**config.mk**
```make
export PLATFORM = sky130hd
export DESIGN_NAME = mii_mgmt_map
export DESIGN_NICKNAME = d
export VERILOG_FILES = /design/src/rtl/mdio_map_pkg.sv /design/src/rtl/mdc_divider.sv /design/src/rtl/mdio_in_sync.sv /design/src/rtl/mdio_frame_engine.sv /design/src/rtl/mii_mgmt_map.sv
export SDC_FILE = /design/constraint.sdc
export NUM_CORES = 1
export LEC_CHECK = 0
export ABC_AREA = 1
export BUFFER_PORTS_ARGS = -buffer_cell sky130_fd_sc_hd__buf_4
export CELL_PAD_IN_SITES_DETAIL_PLACEMENT = 0
export CELL_PAD_IN_SITES_GLOBAL_PLACEMENT = 2
export CORE_AREA = 5 5 104 106
export CTS_CLUSTER_DIAMETER = 50
export DETAILED_ROUTE_END_ITERATION = 12
export DIE_AREA = 0 0 109 111
export PLACE_DENSITY_LB_ADDON = 0.1
export REMOVE_ABC_BUFFERS = 1
export SYNTH_ARGS = -nofsm -noshare
export SYNTH_HDL_FRONTEND = slang
export SYNTH_SLANG_ARGS = --single-unit
```
**constraint.sdc**
```tcl
create_clock -name clk -period 1.9 [get_ports clk]
set_input_delay 0.38 -clock clk [delete_from_list [all_inputs] [get_ports clk]]
set_output_delay 0.38 -clock clk [all_outputs]
set_load 0.01 [all_outputs]
```
**src/rtl/mdio_map_pkg.sv**
```systemverilog
package mdio_map_pkg;
   localparam int PHY_AW   = 5;
   localparam int REG_AW   = 5;
   localparam int ADDR_W   = PHY_AW + REG_AW;
   localparam int DATA_W   = 16;
   localparam int HDR_LEN  = 2 + 2 + PHY_AW + REG_AW;   // start, opcode, addresses
   localparam int BODY_LEN = HDR_LEN + 2 + DATA_W;      // plus turnaround and data

   localparam logic [1:0] START_PAT = 2'b01;
   localparam logic [1:0] TA_WRITE  = 2'b10;

   typedef enum logic [1:0] {
      OP_WR = 2'b01,
      OP_RD = 2'b10
   } mdio_op_e;

   typedef struct packed {
      logic              is_read;
      logic [PHY_AW-1:0] phy;
      logic [REG_AW-1:0] regn;
      logic [DATA_W-1:0] wdata;
   } mdio_req_t;
endpackage

```
**src/rtl/mdc_divider.sv**
```systemverilog
module mdc_divider #(
   parameter int DIV_HALF = 4
) (
   input  logic clk,
   input  logic rst_n,
   input  logic run,
   output logic mdc,
   output logic rise_evt,
   output logic fall_evt
);
   localparam int CW = (DIV_HALF > 1) ? $clog2(DIV_HALF) : 1;
   localparam logic [CW-1:0] WRAP = CW'(DIV_HALF - 1);

   logic [CW-1:0] cnt;
   logic          wrap;

   assign wrap     = run && (cnt == WRAP);
   assign rise_evt = wrap && !mdc;
   assign fall_evt = wrap && mdc;

   always_ff @(posedge clk) begin
      if (!rst_n || !run) begin
         cnt <= '0;
         mdc <= 1'b0;
      end else if (wrap) begin
         cnt <= '0;
         mdc <= ~mdc;
      end else begin
         cnt <= cnt + 1'b1;
      end
   end

   // MDC drops to low as soon as the engine stops running
   assert_mdc_idle_low_R7: assert property (@(posedge clk) disable iff (!rst_n)
      !run |=> !mdc);
endmodule

```
**src/rtl/mdio_in_sync.sv**
```systemverilog
module mdio_in_sync #(
   parameter int STAGES = 2
) (
   input  logic clk,
   input  logic rst_n,
   input  logic din,
   output logic dout
);
   generate
      if (STAGES == 0) begin : g_direct
         assign dout = din;
      end else begin : g_flops
         logic [STAGES-1:0] pipe;
         always_ff @(posedge clk) begin
            if (!rst_n) pipe <= '1;
            else        pipe <= {pipe[STAGES-2+((STAGES==1)?1:0):0], din};
         end
         assign dout = pipe[STAGES-1];
      end
   endgenerate
endmodule

```
**src/rtl/mdio_frame_engine.sv**
```systemverilog
module mdio_frame_engine
   import mdio_map_pkg::*;
#(
   parameter int PRE_LEN = 32
) (
   input  logic              clk,
   input  logic              rst_n,
   input  logic              start,
   input  mdio_req_t         req,
   input  logic              rise_evt,
   input  logic              fall_evt,
   input  logic              mdio_in,
   output logic              busy,
   output logic              mdio_o,
   output logic              mdio_oe,
   output logic [DATA_W-1:0] rd_data,
   output logic              rd_valid
);
   localparam int FRAME_LEN = PRE_LEN + BODY_LEN;
   localparam int BW        = $clog2(FRAME_LEN);
   localparam int SW        = $clog2(BODY_LEN);
   localparam logic [BW-1:0] LAST     = BW'(FRAME_LEN - 1);
   localparam logic [BW-1:0] PRE_END  = BW'(PRE_LEN);
   localparam logic [BW-1:0] TA_POS   = BW'(PRE_LEN + HDR_LEN);
   localparam logic [BW-1:0] DATA_POS = BW'(PRE_LEN + HDR_LEN + 2);

   mdio_req_t         cur;
   logic [BW-1:0]     bcnt;
   logic [DATA_W-1:0] rd_shift;
   logic [BODY_LEN-1:0] body;
   logic [SW-1:0]     sel;
   mdio_op_e          op;

   always_comb begin
      op   = cur.is_read ? OP_RD : OP_WR;
      body = {START_PAT, op, cur.phy, cur.regn,
              cur.is_read ? 2'b11 : TA_WRITE,
              cur.is_read ? {DATA_W{1'b1}} : cur.wdata};
      sel  = SW'(LAST - bcnt);
   end

   assign mdio_o  = (!busy || bcnt < PRE_END) ? 1'b1 : body[sel];
   assign mdio_oe = busy && (!cur.is_read || bcnt < TA_POS);

   always_ff @(posedge clk) begin
      if (!rst_n) begin
         busy     <= 1'b0;
         bcnt     <= '0;
         cur      <= '0;
         rd_shift <= '0;
         rd_data  <= '0;
         rd_valid <= 1'b0;
      end else if (start && !busy) begin
         busy <= 1'b1;
         bcnt <= '0;
         cur  <= req;
         if (req.is_read) rd_valid <= 1'b0;
      end else if (busy) begin
         if (rise_evt && cur.is_read && bcnt >= DATA_POS) begin
            rd_shift <= {rd_shift[DATA_W-2:0], mdio_in};
            if (bcnt == LAST) begin
               rd_data  <= {rd_shift[DATA_W-2:0], mdio_in};
               rd_valid <= 1'b1;
            end
         end
         if (fall_evt) begin
            if (bcnt == LAST) begin
               busy <= 1'b0;
               bcnt <= '0;
            end else begin
               bcnt <= bcnt + 1'b1;
            end
         end
      end
   end

   // the captured request cannot change while its frame runs
   assert_req_held_R6: assert property (@(posedge clk) disable iff (!rst_n)
      busy && $past(busy) |-> $stable(cur));

   // driven data only moves together with an MDC falling event
   assert_out_on_fall_R7: assert property (@(posedge clk) disable iff (!rst_n)
      (busy && $past(busy) && mdio_oe && $past(mdio_oe) && mdio_o != $past(mdio_o))
      |-> $past(fall_evt));

   // a result appears only at the last bit of a read frame
   assert_valid_at_end_R4: assert property (@(posedge clk) disable iff (!rst_n)
      $rose(rd_valid) |-> busy && cur.is_read && bcnt == LAST);

   // a frame ends only on an MDC falling event
   assert_end_on_fall_R6: assert property (@(posedge clk) disable iff (!rst_n)
      $fell(busy) |-> $past(fall_evt));
endmodule

```
**src/rtl/mii_mgmt_map.sv**
```systemverilog
module mii_mgmt_map
   import mdio_map_pkg::*;
#(
   parameter int DIV_HALF    = 4,
   parameter int PRE_LEN     = 32,
   parameter int SYNC_STAGES = 2
) (
   input  logic              clk,
   input  logic              rst_n,
   input  logic              acc_valid,
   input  logic              acc_write,
   input  logic [ADDR_W-1:0] acc_addr,
   input  logic [DATA_W-1:0] acc_wdata,
   output logic              acc_ready,
   output logic [DATA_W-1:0] rd_data,
   output logic              rd_valid,
   output logic              busy,
   output logic              mdc,
   output logic              mdio_o,
   output logic              mdio_oe,
   input  logic              mdio_i
);
   generate
      if (DIV_HALF < 1) begin : g_bad_div
         $error("DIV_HALF must be at least 1");
      end
      if (PRE_LEN < 1) begin : g_bad_pre
         $error("PRE_LEN must be at least 1");
      end
      if (SYNC_STAGES < 0 || SYNC_STAGES >= DIV_HALF) begin : g_bad_sync
         $error("SYNC_STAGES must lie in 0 .. DIV_HALF-1");
      end
   endgenerate

   logic      start;
   logic      rise_evt, fall_evt;
   logic      mdio_s;
   mdio_req_t req;

   assign acc_ready   = !busy;
   assign start       = acc_valid && acc_ready;
   assign req.is_read = !acc_write;
   assign req.phy     = acc_addr[ADDR_W-1:REG_AW];
   assign req.regn    = acc_addr[REG_AW-1:0];
   assign req.wdata   = acc_wdata;

   mdc_divider #(.DIV_HALF(DIV_HALF)) u_div (
      .clk(clk), .rst_n(rst_n), .run(busy),
      .mdc(mdc), .rise_evt(rise_evt), .fall_evt(fall_evt));

   mdio_in_sync #(.STAGES(SYNC_STAGES)) u_sync (
      .clk(clk), .rst_n(rst_n), .din(mdio_i), .dout(mdio_s));

   mdio_frame_engine #(.PRE_LEN(PRE_LEN)) u_eng (
      .clk(clk), .rst_n(rst_n), .start(start), .req(req),
      .rise_evt(rise_evt), .fall_evt(fall_evt), .mdio_in(mdio_s),
      .busy(busy), .mdio_o(mdio_o), .mdio_oe(mdio_oe),
      .rd_data(rd_data), .rd_valid(rd_valid));

   // a frame only begins on a host request
   assert_launch_on_request_R6: assert property (@(posedge clk) disable iff (!rst_n)
      $rose(busy) |-> $past(acc_valid));

   // MDC never pulses outside a frame
   assert_mdc_within_frame_R7: assert property (@(posedge clk) disable iff (!rst_n)
      mdc |-> busy);
endmodule

```
Word level (Yosys, flattened, before mapping)
Cells that the tools add are included.
{"block": "word_totals", "ff_bits": 71, "inputBits": 31}
{"block": "classes", "addsub": 3, "order_cmp": 4, "eq_ne": 3, "n_mux": 16, "bitwise_logic": 3, "n_reduce_logical": 25}
{"op": "16-bit two-way mux", "n": 1}
{"op": "6-bit < comparator, second input constant", "n": 2}
{"op": "1-bit two-way mux", "n": 12}
{"op": "1-bit logical AND", "n": 8}
{"op": "4-bit AND reduction", "n": 2}
{"op": "6-bit by 1-bit adder with 6-bit output, second input constant", "n": 1}
{"op": "6-bit equality test, second input constant", "n": 1}
{"op": "6-bit >= comparator, second input constant", "n": 1}
{"op": "5-bit by 6-bit < comparator with 1-bit output, second input constant", "n": 1}
{"op": "6-bit two-way mux", "n": 1}
{"op": "2-bit nonzero test", "n": 3}
{"op": "1-bit binary-select mux with 5-bit select", "n": 1}
{"op": "1-bit logical NOT", "n": 5}
{"op": "5-bit subtractor, first input constant", "n": 1}
{"op": "2-bit OR reduction", "n": 2}
{"op": "1-bit logical OR", "n": 3}
{"op": "1-bit NOT", "n": 3}
{"op": "3-bit AND reduction", "n": 1}
{"op": "2-bit by 1-bit adder with 2-bit output, second input constant", "n": 1}
{"op": "2-bit equality test, second input constant", "n": 1}
{"op": "2-bit two-way mux", "n": 1}
{"op": "2-bit inequality test, second input constant", "n": 1}
{"op": "2-bit AND reduction", "n": 1}

Logic depth before layout (Yosys ltp)
{"block": "logic_depth", "word_depth": 8, "ltp_mapped": 10, "mapped_depth_nobuf": 9}

By module
Synthesis repeated with hierarchy kept, for this count alone.
{"block": "unflattened", "cells_unflattened": 398, "hier_area_um2": 3019.1}
{"module": "mdio_frame_engine", "instances": 1, "cells_each": 371, "area_per_inst_um2": 2815.2, "seq_area_each_um2": 1321.3}
{"module": "mdc_divider", "instances": 1, "cells_each": 17, "area_per_inst_um2": 131.4, "seq_area_each_um2": 60.1}
{"module": "mdio_in_sync", "instances": 1, "cells_each": 6, "area_per_inst_um2": 55.1, "seq_area_each_um2": 40.0}
{"module": "mii_mgmt_map", "instances": 1, "cells_each": 4, "area_per_inst_um2": 17.5, "seq_area_each_um2": 0.0}

Least setup slack after synthesis
OpenSTA, ideal clock, no wires.
{"block": "synth_timing", "path_kind": "register to output", "startpoint": "register u_eng.bcnt[0]", "endpoint": "output mdio_o", "t_arrival_ns": 1.266, "required_time_ns": 1.520, "path_slack_ns": 0.254, "stages_incl_launch_ff": 11, "path_cell_list": "dfxtp_1 > clkbuf_1 > inv_2 > buf_2 > nand2_1 > nand2_1 > a21oi_1 > nand2_1 > nand2_1 > nand2_1 > nand3_1"}
{"block": "synth_via", "elab_chain_len": 4}
{"element": "start, declared", "line_no": "mdio_frame_engine.sv:28", "source": "logic [BW-1:0] bcnt;"}
{"element": "start signal, assigned", "line_no": "mdio_frame_engine.sv:71", "source": "bcnt <= bcnt + 1'b1;"}
{"element": "5-bit subtractor", "line_no": "mdio_frame_engine.sv:39", "source": "sel = SW'(LAST - bcnt);"}
{"element": "1-bit binary-select mux with 5-bit select", "line_no": "mdio_frame_engine.sv:42", "source": "assign mdio_o = (!busy || bcnt < PRE_END) ? 1'b1 : body[sel];"}
{"element": "1-bit two-way mux (not written as such)", "line_no": "mdio_frame_engine.sv:42"}
{"element": "1-bit two-way mux (*)", "line_no": "mdio_frame_engine.sv:42"}
{"element": "end, declared", "line_no": "mii_mgmt_map.sv:19", "source": "output logic mdio_o,"}
Mark *: on every way between the ends. The rest lies on a longest branch, timed or not. The select of a mux whose other input is x is not followed.

Final worst setup path
Same ends and word-level chain as after synthesis.

==> results.sh <==
export IMPL_period_share_pct=104
export IMPL_yosysUniqueCellTypes=31
export IMPL_multi_input_area_mm2=0.00140
export IMPL_drtIter0Drc=72
export IMPL_cts_buffer_depth=2
export IMPL_crit_fanout=6
export IMPL_root_buffer="clkbuf_8"
export IMPL_worstSetupPathType="reg -> out"
export IMPL_grt_setup_unrepaired="true"
export IMPL_regArea_mm2=0.00143
export IMPL_fmaxAchievable_ghz=0.507
export IMPL_finalPower_w=0.00326
export IMPL_finalSetupViolations=1
export IMPL_grt_start_max_net_pins=31
export IMPL_worst_slack_ns=-0.0736
export IMPL_place_area_mm2=0.00349
export IMPL_syn_avg_cell_area_um2=7.44
export IMPL_ir_drop_uv=267
export IMPL_overflow=0
export IMPL_die_y_um=111
export IMPL_fp_dieW_um=109
export IMPL_fin_skew_ns=0.00723
export IMPL_port_buffers=52
export IMPL_coreArea_mm2=0.00968
export IMPL_clk_latency_ns=0.34
export IMPL_postSynthCellCount=395
export IMPL_via_per_inst=4.50
export IMPL_hold_viol=0
export IMPL_cp_required_ns=1.52
export IMPL_violations="negative setup slack"
export IMPL_grt_pass1_wl_mm=12.8
export IMPL_maxSlewHeadroom_pct=78.2
export IMPL_whs_ns=0.215
export IMPL_insertedDiodeCount=0
export IMPL_clk_pin_slew_ns=0.08
export IMPL_worst_slew_pin_slew_ns=0.325
export IMPL_status="finished with violations"
export IMPL_final_cell_area_mm2=0.00388
export IMPL_worstPathArrival_ns=1.59
export IMPL_yosys_warnings=0
export IMPL_gp_congestion=0.746
export IMPL_cts_tree="done"
export IMPL_maxCapViolations=0
export IMPL_die_area_mm2=0.0121
export IMPL_start_kind="flop"
export IMPL_core_rowCount=36
export IMPL_fillers=1059
export IMPL_cts_buffers=9
export IMPL_yosysSeqAreaShare_pct=48.4
export IMPL_flow_area_growth_from_synthesis_pct=31.9
export IMPL_start_util_pct=30.3
export IMPL_cts_sinks=71
export IMPL_final_max_slew_viol_count=0
export IMPL_antenna_found_initial=0
export IMPL_ys_seq_elements=71
export IMPL_dpl_hpwl_mm=5.24
export IMPL_netlist_area_mm2=0.00294
export IMPL_io_pin_count=53
export IMPL_drt_wirelength_per_cell_um=12.8
export IMPL_drt_pass1_iterations=4
export IMPL_min_path_type="in -> reg"
export IMPL_num_vias=2654
export IMPL_p_per_area_mw_per_mm2=842
export IMPL_fin_nets=486
export IMPL_endpoint_kind="output port"
export IMPL_min_period_ns=1.97
export IMPL_p_leak_nw=1.63
export IMPL_ant_nets=0
export IMPL_grt_pass1_vias=2640
export IMPL_grt_usage_pct=13.3
export IMPL_drive_above_1_share_pct=30.6
export IMPL_routed_wl_mm=7.56
export IMPL_ctsHtreeMaxLevel=3
export IMPL_drcViolationCount=0
## worst max-delay path, stage by stage, from the launching register on
cell and delay (ns):
dfxtp_4 0.40, ha_4 0.27, nand2_1 0.04, nand2_1 0.07
a21oi_2 0.05, nand2_1 0.06, nand2_1 0.05, nand2_1 0.07
nand3_2 0.08, buf_6 0.13
## registers in the layout, indices dropped and copies added (netlist names)
register             flops
u_eng.bcnt               6
u_eng.rd_shift          15
u_eng.busy               1
u_sync.g_flops.pipe      2
u_eng.cur               17
u_eng.rd_data           16
u_eng.body              10
u_eng.rd_valid           1
u_div.mdc                1
u_div.cnt                2
## synth_stat cells
library cell,number,area share [%]
a211oi_1,1,0.26
a21oi_1,16,2.7
a21oi_2,6,1.8
a31oi_1,1,0.21
buf_1,2,0.26
buf_2,8,1.4
buf_8,1,0.51
clkbuf_1,8,1.0
clkinv_1,1,0.13
clkinv_2,1,0.17
dfxtp_1,71,48
ha_1,3,1.3
inv_1,22,2.8
inv_2,5,0.64
inv_6,1,0.30
nand2_1,98,13
nand2_2,8,1.7
nand2_4,2,0.77
nand3_1,44,7.5
nand3_2,1,0.34
nor2_1,46,5.9
nor2_2,2,0.43
nor2_4,2,0.77
nor3_1,5,0.85
nor3b_1,2,0.51
nor4_1,2,0.43
nor4_2,1,0.43
o21ai_0,21,3.6
o21ai_1,11,1.9
o22ai_1,1,0.21
or2_2,2,0.43
## worst paths after layout
check	startpoint	endpoint	slack [ns]	cells past startpoint
setup / recovery	u_eng.bcnt[0]$_SDFFE_PP0P_	mdio_o	-0.07	9
hold / removal	mdio_i	u_sync.g_flops.pipe[0]$_SDFF_PN1_	0.21	2
setup reg to reg	u_eng.bcnt[0]$_SDFFE_PP0P_	u_eng.rd_data[8]$_SDFFE_PN0P_	0.30	9
hold reg to reg	u_sync.g_flops.pipe[0]$_SDFF_PN1_	u_sync.g_flops.pipe[1]$_SDFF_PN1_	0.42	1
## cells by family after synthesis
kind of cell	count (synthesis)	synth area share, %
AOI/OAI and AO/OA	57	10.6
adders and majority gates	3	1.28
DFF	71	48.4
and+or+nand+nor	215	32.5
buffers and inverters	49	7.19
## where the power goes
| part | internal [W] | switching (W) | leakage, nW |
|---|---|---|---|
| logic | 0.0000991 | 0.000126 | 0.935 |
| clock network | 0.000876 | 0.000603 | 0.120 |
| registers | 0.00153 | 0.0000254 | 0.579 |
## per-layer routing
layer  routed length (µm)  track usage [%]
met2                 3690             21.9
met3                  278             3.09
met1                 3440             16.3
met5                    0                0
met4                  149             5.89
## cell usage in the layout (no fill, tap or decap), types with 2 or more instances in the layout
master | netlist | layout
a21oi_1 | 16 | 13
a21oi_2 | 6 | 9
buf_4 | 0 | 61
buf_6 | 0 | 4
bufinv_16 | 0 | 3
clkbuf_8 | 0 | 9
clkinv_2 | 1 | 2
clkinv_4 | 0 | 2
dfxtp_1 | 71 | 67
dfxtp_2 | 0 | 3
ha_1 | 3 | 2
inv_1 | 22 | 21
inv_2 | 5 | 4
inv_6 | 1 | 2
nand2_1 | 98 | 89
nand2_2 | 8 | 16
nand2_4 | 2 | 3
nand3_1 | 44 | 38
nand3_2 | 1 | 7
nor2_1 | 46 | 43
nor2_2 | 2 | 4
nor2_4 | 2 | 3
nor3_1 | 5 | 5
nor3b_1 | 2 | 2
nor4_1 | 2 | 2
o21ai_0 | 21 | 20
o21ai_1 | 11 | 12
or2_2 | 2 | 2
## stage by stage
step	setup WS (ns)	std cells	utilization (%)	TNS, ns
after floorplan	-0.432	376	-	-8.61
after detailed placement	0.0776	572	36.0	0
after global placement	0.134	572	36.0	0
after global routing	-0.183	590	40.0	-0.248
final	-0.0736	590	40.0	-0.0736
after CTS	-0.0739	589	39.1	-0.0739
## repair_timing
| item | 4_1_cts | 5_1_grt |
|---|---|---|
| setup buffers | 0 | 1 |
| gates cloned | 1 | 0 |
| pin swaps | 2 | 13 |
| gates resized for setup | 16 | 25 |
| hold buffers | 0 | 0 |
| endpoints found under the setup margin | 2 | 2 |
## layout make-up
cell class / count / share of cell area [%]
flip-flops and latches: 71 / 36.9
repair buffers: 65 / 13.0
clock inverters: 7 / 3.10
multi-input cells: 275 / 36.1
clock buffers: 9 / 3.20
well taps: 133 / 4.29
inverters: 30 / 3.45
(Power assumes the default switching activity.)
